## config.mk

```make
export PLATFORM = sky130hd
export DESIGN_NAME = msi_vec_arb
export DESIGN_NICKNAME = d
export VERILOG_FILES = /design/src/rtl/msi_arb_pkg.sv /design/src/rtl/msi_vec_regs.sv /design/src/rtl/msi_rr_pick.sv /design/src/rtl/msi_req_ctl.sv /design/src/rtl/msi_vec_arb.sv
export SDC_FILE = /design/constraint.sdc
export NUM_CORES = 1
export LEC_CHECK = 0
export BUFFER_PORTS_ARGS = -buffer_cell sky130_fd_sc_hd__buf_2
export CORE_MARGIN = 2
export CORE_UTILIZATION = 30
export CTS_CLUSTER_DIAMETER = 150
export DETAILED_ROUTE_END_ITERATION = 7
export GPL_TIMING_DRIVEN = 1
export SLEW_MARGIN = 20
export SYNTH_ARGS = -nofsm -noshare
export SYNTH_HDL_FRONTEND = slang
export SYNTH_SLANG_ARGS = --single-unit
```

## constraint.sdc

```tcl
create_clock -name clk -period 18.03 [get_ports clk]
set_input_delay 4.5075 -clock clk [delete_from_list [all_inputs] [get_ports clk]]
set_output_delay 4.5075 -clock clk [all_outputs]
set_load 0.01 [all_outputs]
```

## src/rtl/msi_arb_pkg.sv

```systemverilog
package msi_arb_pkg;

    typedef enum logic {
        SEL_STATUS = 1'b0,
        SEL_ENABLE = 1'b1
    } reg_sel_e;

    // Number of usable vectors for a log2 allocation code, capped at nvec.
    function automatic int alloc_limit(input logic [2:0] lg, input int nvec);
        int lim;
        lim = 1 << lg;
        if (lim > nvec) lim = nvec;
        return lim;
    endfunction

endpackage

```

## src/rtl/msi_vec_regs.sv

```systemverilog
module msi_vec_regs
    import msi_arb_pkg::*;
#(
    parameter int NVEC      = 32,
    parameter bit GLOBAL_EN = 1'b0,
    localparam int VW       = (NVEC > 1) ? $clog2(NVEC) : 1
) (
    input  logic            clk,
    input  logic            rst_n,
    input  logic [NVEC-1:0] evt_i,
    input  logic            wr_i,
    input  logic            sel_i,
    input  logic [NVEC-1:0] wdata_i,
    input  logic            clr_vld_i,
    input  logic [VW-1:0]   clr_idx_i,
    output logic [NVEC-1:0] sts_o,
    output logic [NVEC-1:0] en_o
);

    typedef struct packed {
        logic [NVEC-1:0] sts;
        logic [NVEC-1:0] en;
    } regs_t;

    regs_t           regs_d, regs_q;
    logic [NVEC-1:0] en_wr;
    logic [NVEC-1:0] clr;

    generate
        if (GLOBAL_EN) begin : g_global_en
            assign en_wr = {NVEC{wdata_i[0]}};
        end else begin : g_vector_en
            assign en_wr = wdata_i;
        end
    endgenerate

    always_comb begin
        regs_d = regs_q;
        clr    = '0;
        if (wr_i && sel_i == SEL_STATUS) clr = wdata_i;
        if (clr_vld_i) clr[clr_idx_i] = 1'b1;
        // a fresh event always wins over any clear in the same cycle
        regs_d.sts = (regs_q.sts & ~clr) | evt_i;
        if (wr_i && sel_i == SEL_ENABLE) regs_d.en = en_wr;
    end

    always_ff @(posedge clk) begin
        if (!rst_n) regs_q <= '0;
        else        regs_q <= regs_d;
    end

    assign sts_o = regs_q.sts;
    assign en_o  = regs_q.en;

endmodule

```

## src/rtl/msi_rr_pick.sv

```systemverilog
module msi_rr_pick #(
    parameter int NVEC = 32,
    localparam int VW  = (NVEC > 1) ? $clog2(NVEC) : 1
) (
    input  logic [NVEC-1:0] elig_i,
    input  logic [VW-1:0]   last_i,
    output logic            vld_o,
    output logic [VW-1:0]   idx_o
);

    int          start;
    int          pos;
    logic [VW-1:0] p;

    always_comb begin
        vld_o = 1'b0;
        idx_o = '0;
        pos   = 0;
        p     = '0;
        start = (int'(last_i) >= NVEC - 1) ? 0 : int'(last_i) + 1;
        for (int k = 0; k < NVEC; k++) begin
            pos = start + k;
            if (pos >= NVEC) pos = pos - NVEC;
            p = VW'(pos);
            if (!vld_o && elig_i[p]) begin
                vld_o = 1'b1;
                idx_o = p;
            end
        end
    end

endmodule

```

## src/rtl/msi_req_ctl.sv

```systemverilog
module msi_req_ctl #(
    parameter int NVEC = 32,
    localparam int VW  = (NVEC > 1) ? $clog2(NVEC) : 1
) (
    input  logic          clk,
    input  logic          rst_n,
    input  logic          gate_i,
    input  logic          pick_vld_i,
    input  logic [VW-1:0] pick_idx_i,
    input  logic          ack_i,
    output logic          req_o,
    output logic [VW-1:0] vec_o,
    output logic [VW-1:0] last_o,
    output logic          clr_vld_o,
    output logic [VW-1:0] clr_idx_o
);

    typedef struct packed {
        logic          req;
        logic [VW-1:0] vec;
        logic [VW-1:0] last;
    } ctl_t;

    ctl_t ctl_d, ctl_q;

    always_comb begin
        ctl_d     = ctl_q;
        clr_vld_o = 1'b0;
        if (ctl_q.req) begin
            if (ack_i) begin
                ctl_d.req  = 1'b0;
                ctl_d.last = ctl_q.vec;
                clr_vld_o  = 1'b1;
            end
        end else if (gate_i && pick_vld_i) begin
            ctl_d.req = 1'b1;
            ctl_d.vec = pick_idx_i;
        end
    end

    always_ff @(posedge clk) begin
        if (!rst_n) begin
            ctl_q.req  <= 1'b0;
            ctl_q.vec  <= '0;
            ctl_q.last <= VW'(NVEC - 1);
        end else begin
            ctl_q <= ctl_d;
        end
    end

    assign req_o     = ctl_q.req;
    assign vec_o     = ctl_q.vec;
    assign last_o    = ctl_q.last;
    assign clr_idx_o = ctl_q.vec;

endmodule

```

## src/rtl/msi_vec_arb.sv

```systemverilog
module msi_vec_arb
    import msi_arb_pkg::*;
#(
    parameter int NVEC      = 32,
    parameter bit GLOBAL_EN = 1'b0,
    localparam int VW       = (NVEC > 1) ? $clog2(NVEC) : 1
) (
    input  logic            clk,
    input  logic            rst_n,
    input  logic [NVEC-1:0] evt_i,
    input  logic            reg_wr_i,
    input  logic            reg_sel_i,
    input  logic [NVEC-1:0] reg_wdata_i,
    output logic [NVEC-1:0] sts_o,
    output logic [NVEC-1:0] en_o,
    input  logic            msi_en_i,
    input  logic            bus_master_en_i,
    input  logic [2:0]      alloc_log2_i,
    output logic            req_o,
    output logic [VW-1:0]   vec_o,
    input  logic            ack_i
);

    logic [NVEC-1:0] alloc_mask;
    logic [NVEC-1:0] elig;
    logic            pick_vld;
    logic [VW-1:0]   pick_idx;
    logic [VW-1:0]   last;
    logic            clr_vld;
    logic [VW-1:0]   clr_idx;

    msi_vec_regs #(.NVEC(NVEC), .GLOBAL_EN(GLOBAL_EN)) u_regs (
        .clk       (clk),
        .rst_n     (rst_n),
        .evt_i     (evt_i),
        .wr_i      (reg_wr_i),
        .sel_i     (reg_sel_i),
        .wdata_i   (reg_wdata_i),
        .clr_vld_i (clr_vld),
        .clr_idx_i (clr_idx),
        .sts_o     (sts_o),
        .en_o      (en_o)
    );

    generate
        for (genvar i = 0; i < NVEC; i++) begin : g_mask
            assign alloc_mask[i] = (i < alloc_limit(alloc_log2_i, NVEC));
        end
    endgenerate

    assign elig = sts_o & en_o & alloc_mask;

    msi_rr_pick #(.NVEC(NVEC)) u_pick (
        .elig_i (elig),
        .last_i (last),
        .vld_o  (pick_vld),
        .idx_o  (pick_idx)
    );

    msi_req_ctl #(.NVEC(NVEC)) u_ctl (
        .clk        (clk),
        .rst_n      (rst_n),
        .gate_i     (msi_en_i & bus_master_en_i),
        .pick_vld_i (pick_vld),
        .pick_idx_i (pick_idx),
        .ack_i      (ack_i),
        .req_o      (req_o),
        .vec_o      (vec_o),
        .last_o     (last),
        .clr_vld_o  (clr_vld),
        .clr_idx_o  (clr_idx)
    );

endmodule

```

==> reports/results.txt <==
Outcome -> completed
Die area -> 34,100 um^2
PortBufs -> 143
Area grow syn2layout -> 14.1%
TNS Setup -> 0 ns
Final period util -> 51.6%
Seq/Total Area, Yosys -> 15.3%
Pre-antenna DRT Iters -> 7
Slowest cell on the critical path -> or4_1
Post-synth top cells -> nand2_1 (203), a21oi_1 (117), nor2_1 (98)
Root Driver -> clkbuf_16
Final Util -> 34.5%
EDFF count, synth -> 0
Crit. End Element -> flop
Worst skew pair latency -> 0.36 ns
FF-to-FF path depth -> 24
Worst Path Required -> 18.32 ns
Most frequent CP cell -> a221oi_2
Wire per inst -> 24.8 um
# IOs -> 144
Placer Congestion -> 1.01
Critical path's largest stage delay -> 1.07 ns
CTS Buf Count -> 9
Clk sinks -> 75
Vias in the first global route -> 10,778
Gate count after technology mapping -> 1,316
Top cell type's share of synthesized area -> 15.3%
Final worst-path setup slack -> 8.72 ns
DR vias -> 11,538
Ant. Diodes -> 0
HP Start -> u_regs.en_o[0]$_SDFFE_PN0P_
Max Fclk -> 107 MHz
Hold Violations, Final -> 0
Lkg Pwr -> 4.39 nW
Dominant cell type by area after synthesis -> dfxtp_1
Layout cells sized above 1 -> 20.4%
Die Span Y -> 185 um
NumNets Final -> 1,494
Setup Skew -> 0.0101 ns
Routed WL -> 46.0 mm
R2R Path Start -> u_ctl.last_o[0]$_SDFFE_PN1P_
RSZ-0062 raised after global routing -> no
Largest net degree at the start of global routing -> 64
Setup violation total in the final timing report -> 0
Worst Max-Slew Pin Slew -> 1.17 ns
Power Dens Cells -> 62.9 nW/um^2
WHS Path Cells -> 2
CTS tree -> done
Synth top area cells -> dfxtp_1 (15%), mux2i_1 (8.3%), nand2_1 (7.8%), mux4_2 (6.7%), a21oi_1 (6.0%)
Most frequent cell after synthesis -> nand2_1
Placed Cells -> 1,837
Mapped cell area -> 9790 um^2
Setup Buffers After CTS -> 0
DRC viols -> 0
WS Path Type -> in2reg
VDD IR max -> 0.0543 mV
First-pass GRT wire length -> 68.3 mm
Row count -> 66
DP Worst Slack -> 8.48 ns
Unique cell type count in the Yosys netlist -> 95
CORE AREA -> 32,400 um^2
Antenna Nets Post-Route -> 0
Design Power -> 0.703 mW
Gr ovfl total -> 0
Total GRT Usage -> 26.7%
Avg Vias per Cell -> 6.23
Critical Path Fanout Max -> 22
Yosys warns -> 0
Cells along the critical path -> buf_2, o21ai_1, buf_4, a21oi_1, mux2i_1, o22ai_1, mux4_2, a211oi_1, nand4_2, or4_1, nor3_2, a221oi_2, a221oi_2, a221oi_2, a211oi_2
Die Span X -> 185 um
Starting Density -> 30.3%
HP Class -> reg2reg
CP Data Arrival Time -> 9.60 ns
Clock transition at path regs -> 0.07 ns
Fin. max-slew vios -> 0
Worst relative slew slack -> 21.3%
Register bit count reported by yosys -> 75
Async set or reset register ratio after synthesis -> 0%
Syn Area/Cell -> 7.44 um^2
Critical path startpoint category -> input pin
Launch point of the worst path -> alloc_log2_i[2]
Main flop type after synthesis -> dfxtp_1
Fin cells -> 1,853
Post-cts resize count -> 0
Net Count, Synth -> 1,404
Final min period -> 9.31 ns
Max-Cap Viols -> 0
Hold buffers post-CTS -> 0
Max Buffers Root-to-Sink -> 2
Initial DRC Count -> 1,334
Dpl hpwl -> 35.4 mm
Antenna violations before repair -> 0
CTS HTree Levels -> 3
area by class of cell:
| cell class | count | area, um^2 |
|---|---|---|
| fill | 3547 | 21200 |
| timing repair buffer | 175 | 956 |
| clock buffer | 10 | 239 |
| multi-input combinational | 1101 | 7700 |
| sequential | 75 | 1500 |
| inverter | 44 | 171 |
| tap | 442 | 553 |
| clock inverter | 6 | 55.1 |
where the power goes:
group          leakage (nW)  internal (mW)  switching (mW)  total (mW)
clock                 0.140         0.0999          0.0837       0.184
combinational          3.63          0.108           0.215       0.324
sequential            0.619          0.178          0.0185       0.196
registers in the layout (all words and copies together), names as in the netlist:
name	cells
u_ctl.clr_idx_o	5
u_ctl.last_o	5
u_ctl.req_o	1
u_regs.en_o	32
u_regs.sts_o	32
per-layer routing:
layer	global-route usage (%)	wire (um)	share of wire [%]	up-vias
li1	-	-	-	5152
met4	13.5	2210	4.8	0
met5	0	0	0	-
met1	35.0	19100	42	5524
met2	41.3	20200	44	730
met3	5.67	4500	9.8	132
cells by family after synthesis:
| group | share of synthesized area, % |
|---|---|
| buffers and inverters | 6.35 |
| flip-flops | 15.3 |
| adder cells (fa/ha/maj) | 1.79 |
| XOR/XNOR | 2.86 |
| AO/OA/AOI/OAI | 28.1 |
| multiplexers | 17.9 |
| AND/OR/NAND/NOR | 27.7 |
through the flow:
step	area [um^2]	hold WS (ns)
final	11200	0.484
after global routing	11200	0.502
after global placement	10900	0.462
after CTS	11200	0.479
after floorplan	9790	0.490
after detailed placement	10900	0.470
critical path, delay by kind of cell:
| family | cells | cell delay [ns] |
|---|---|---|
| AND/OR/NAND/NOR | 3 | 2.00 |
| buffers and inverters | 2 | 0.49 |
| AO/OA/AOI/OAI | 8 | 1.49 |
| multiplexers | 2 | 1.07 |
path summary, 6_finish.rpt:
kind / slack [ns] / end
max: 8.72 / u_ctl.clr_idx_o[1]$_SDFFE_PN0P_
min: 0.48 / u_regs.en_o[0]$_SDFFE_PN0P_
max reg2reg: 9.74 / u_ctl.clr_idx_o[1]$_SDFFE_PN0P_
min reg2reg: 0.48 / u_regs.en_o[0]$_SDFFE_PN0P_
cell usage in the layout (no fill, tap or decap), drive strengths merged, types with 7 or more instances in the layout:
cell type    n
mux2i       83
inv         45
o211ai      55
or3          7
o211a        7
a21o        10
o2bb2ai      7
nand4bb      9
o311a        9
xnor2       28
o22ai       13
a211oi      30
a221oi      12
and3        16
nand2b      15
clkbuf      10
nand4       18
a21boi       8
o21ai       46
ha          14
nor3        18
or4          8
mux2        20
mux4        30
a21oi      117
nand2      203
a31oi       16
buf        175
nor4        10
nor2        99
dfxtp       75
or2         13
nor2b       10
nand3b       8
nand3       37
or4bb        7
and2        29
No activity file was read; power rests on OpenSTA's default activity.
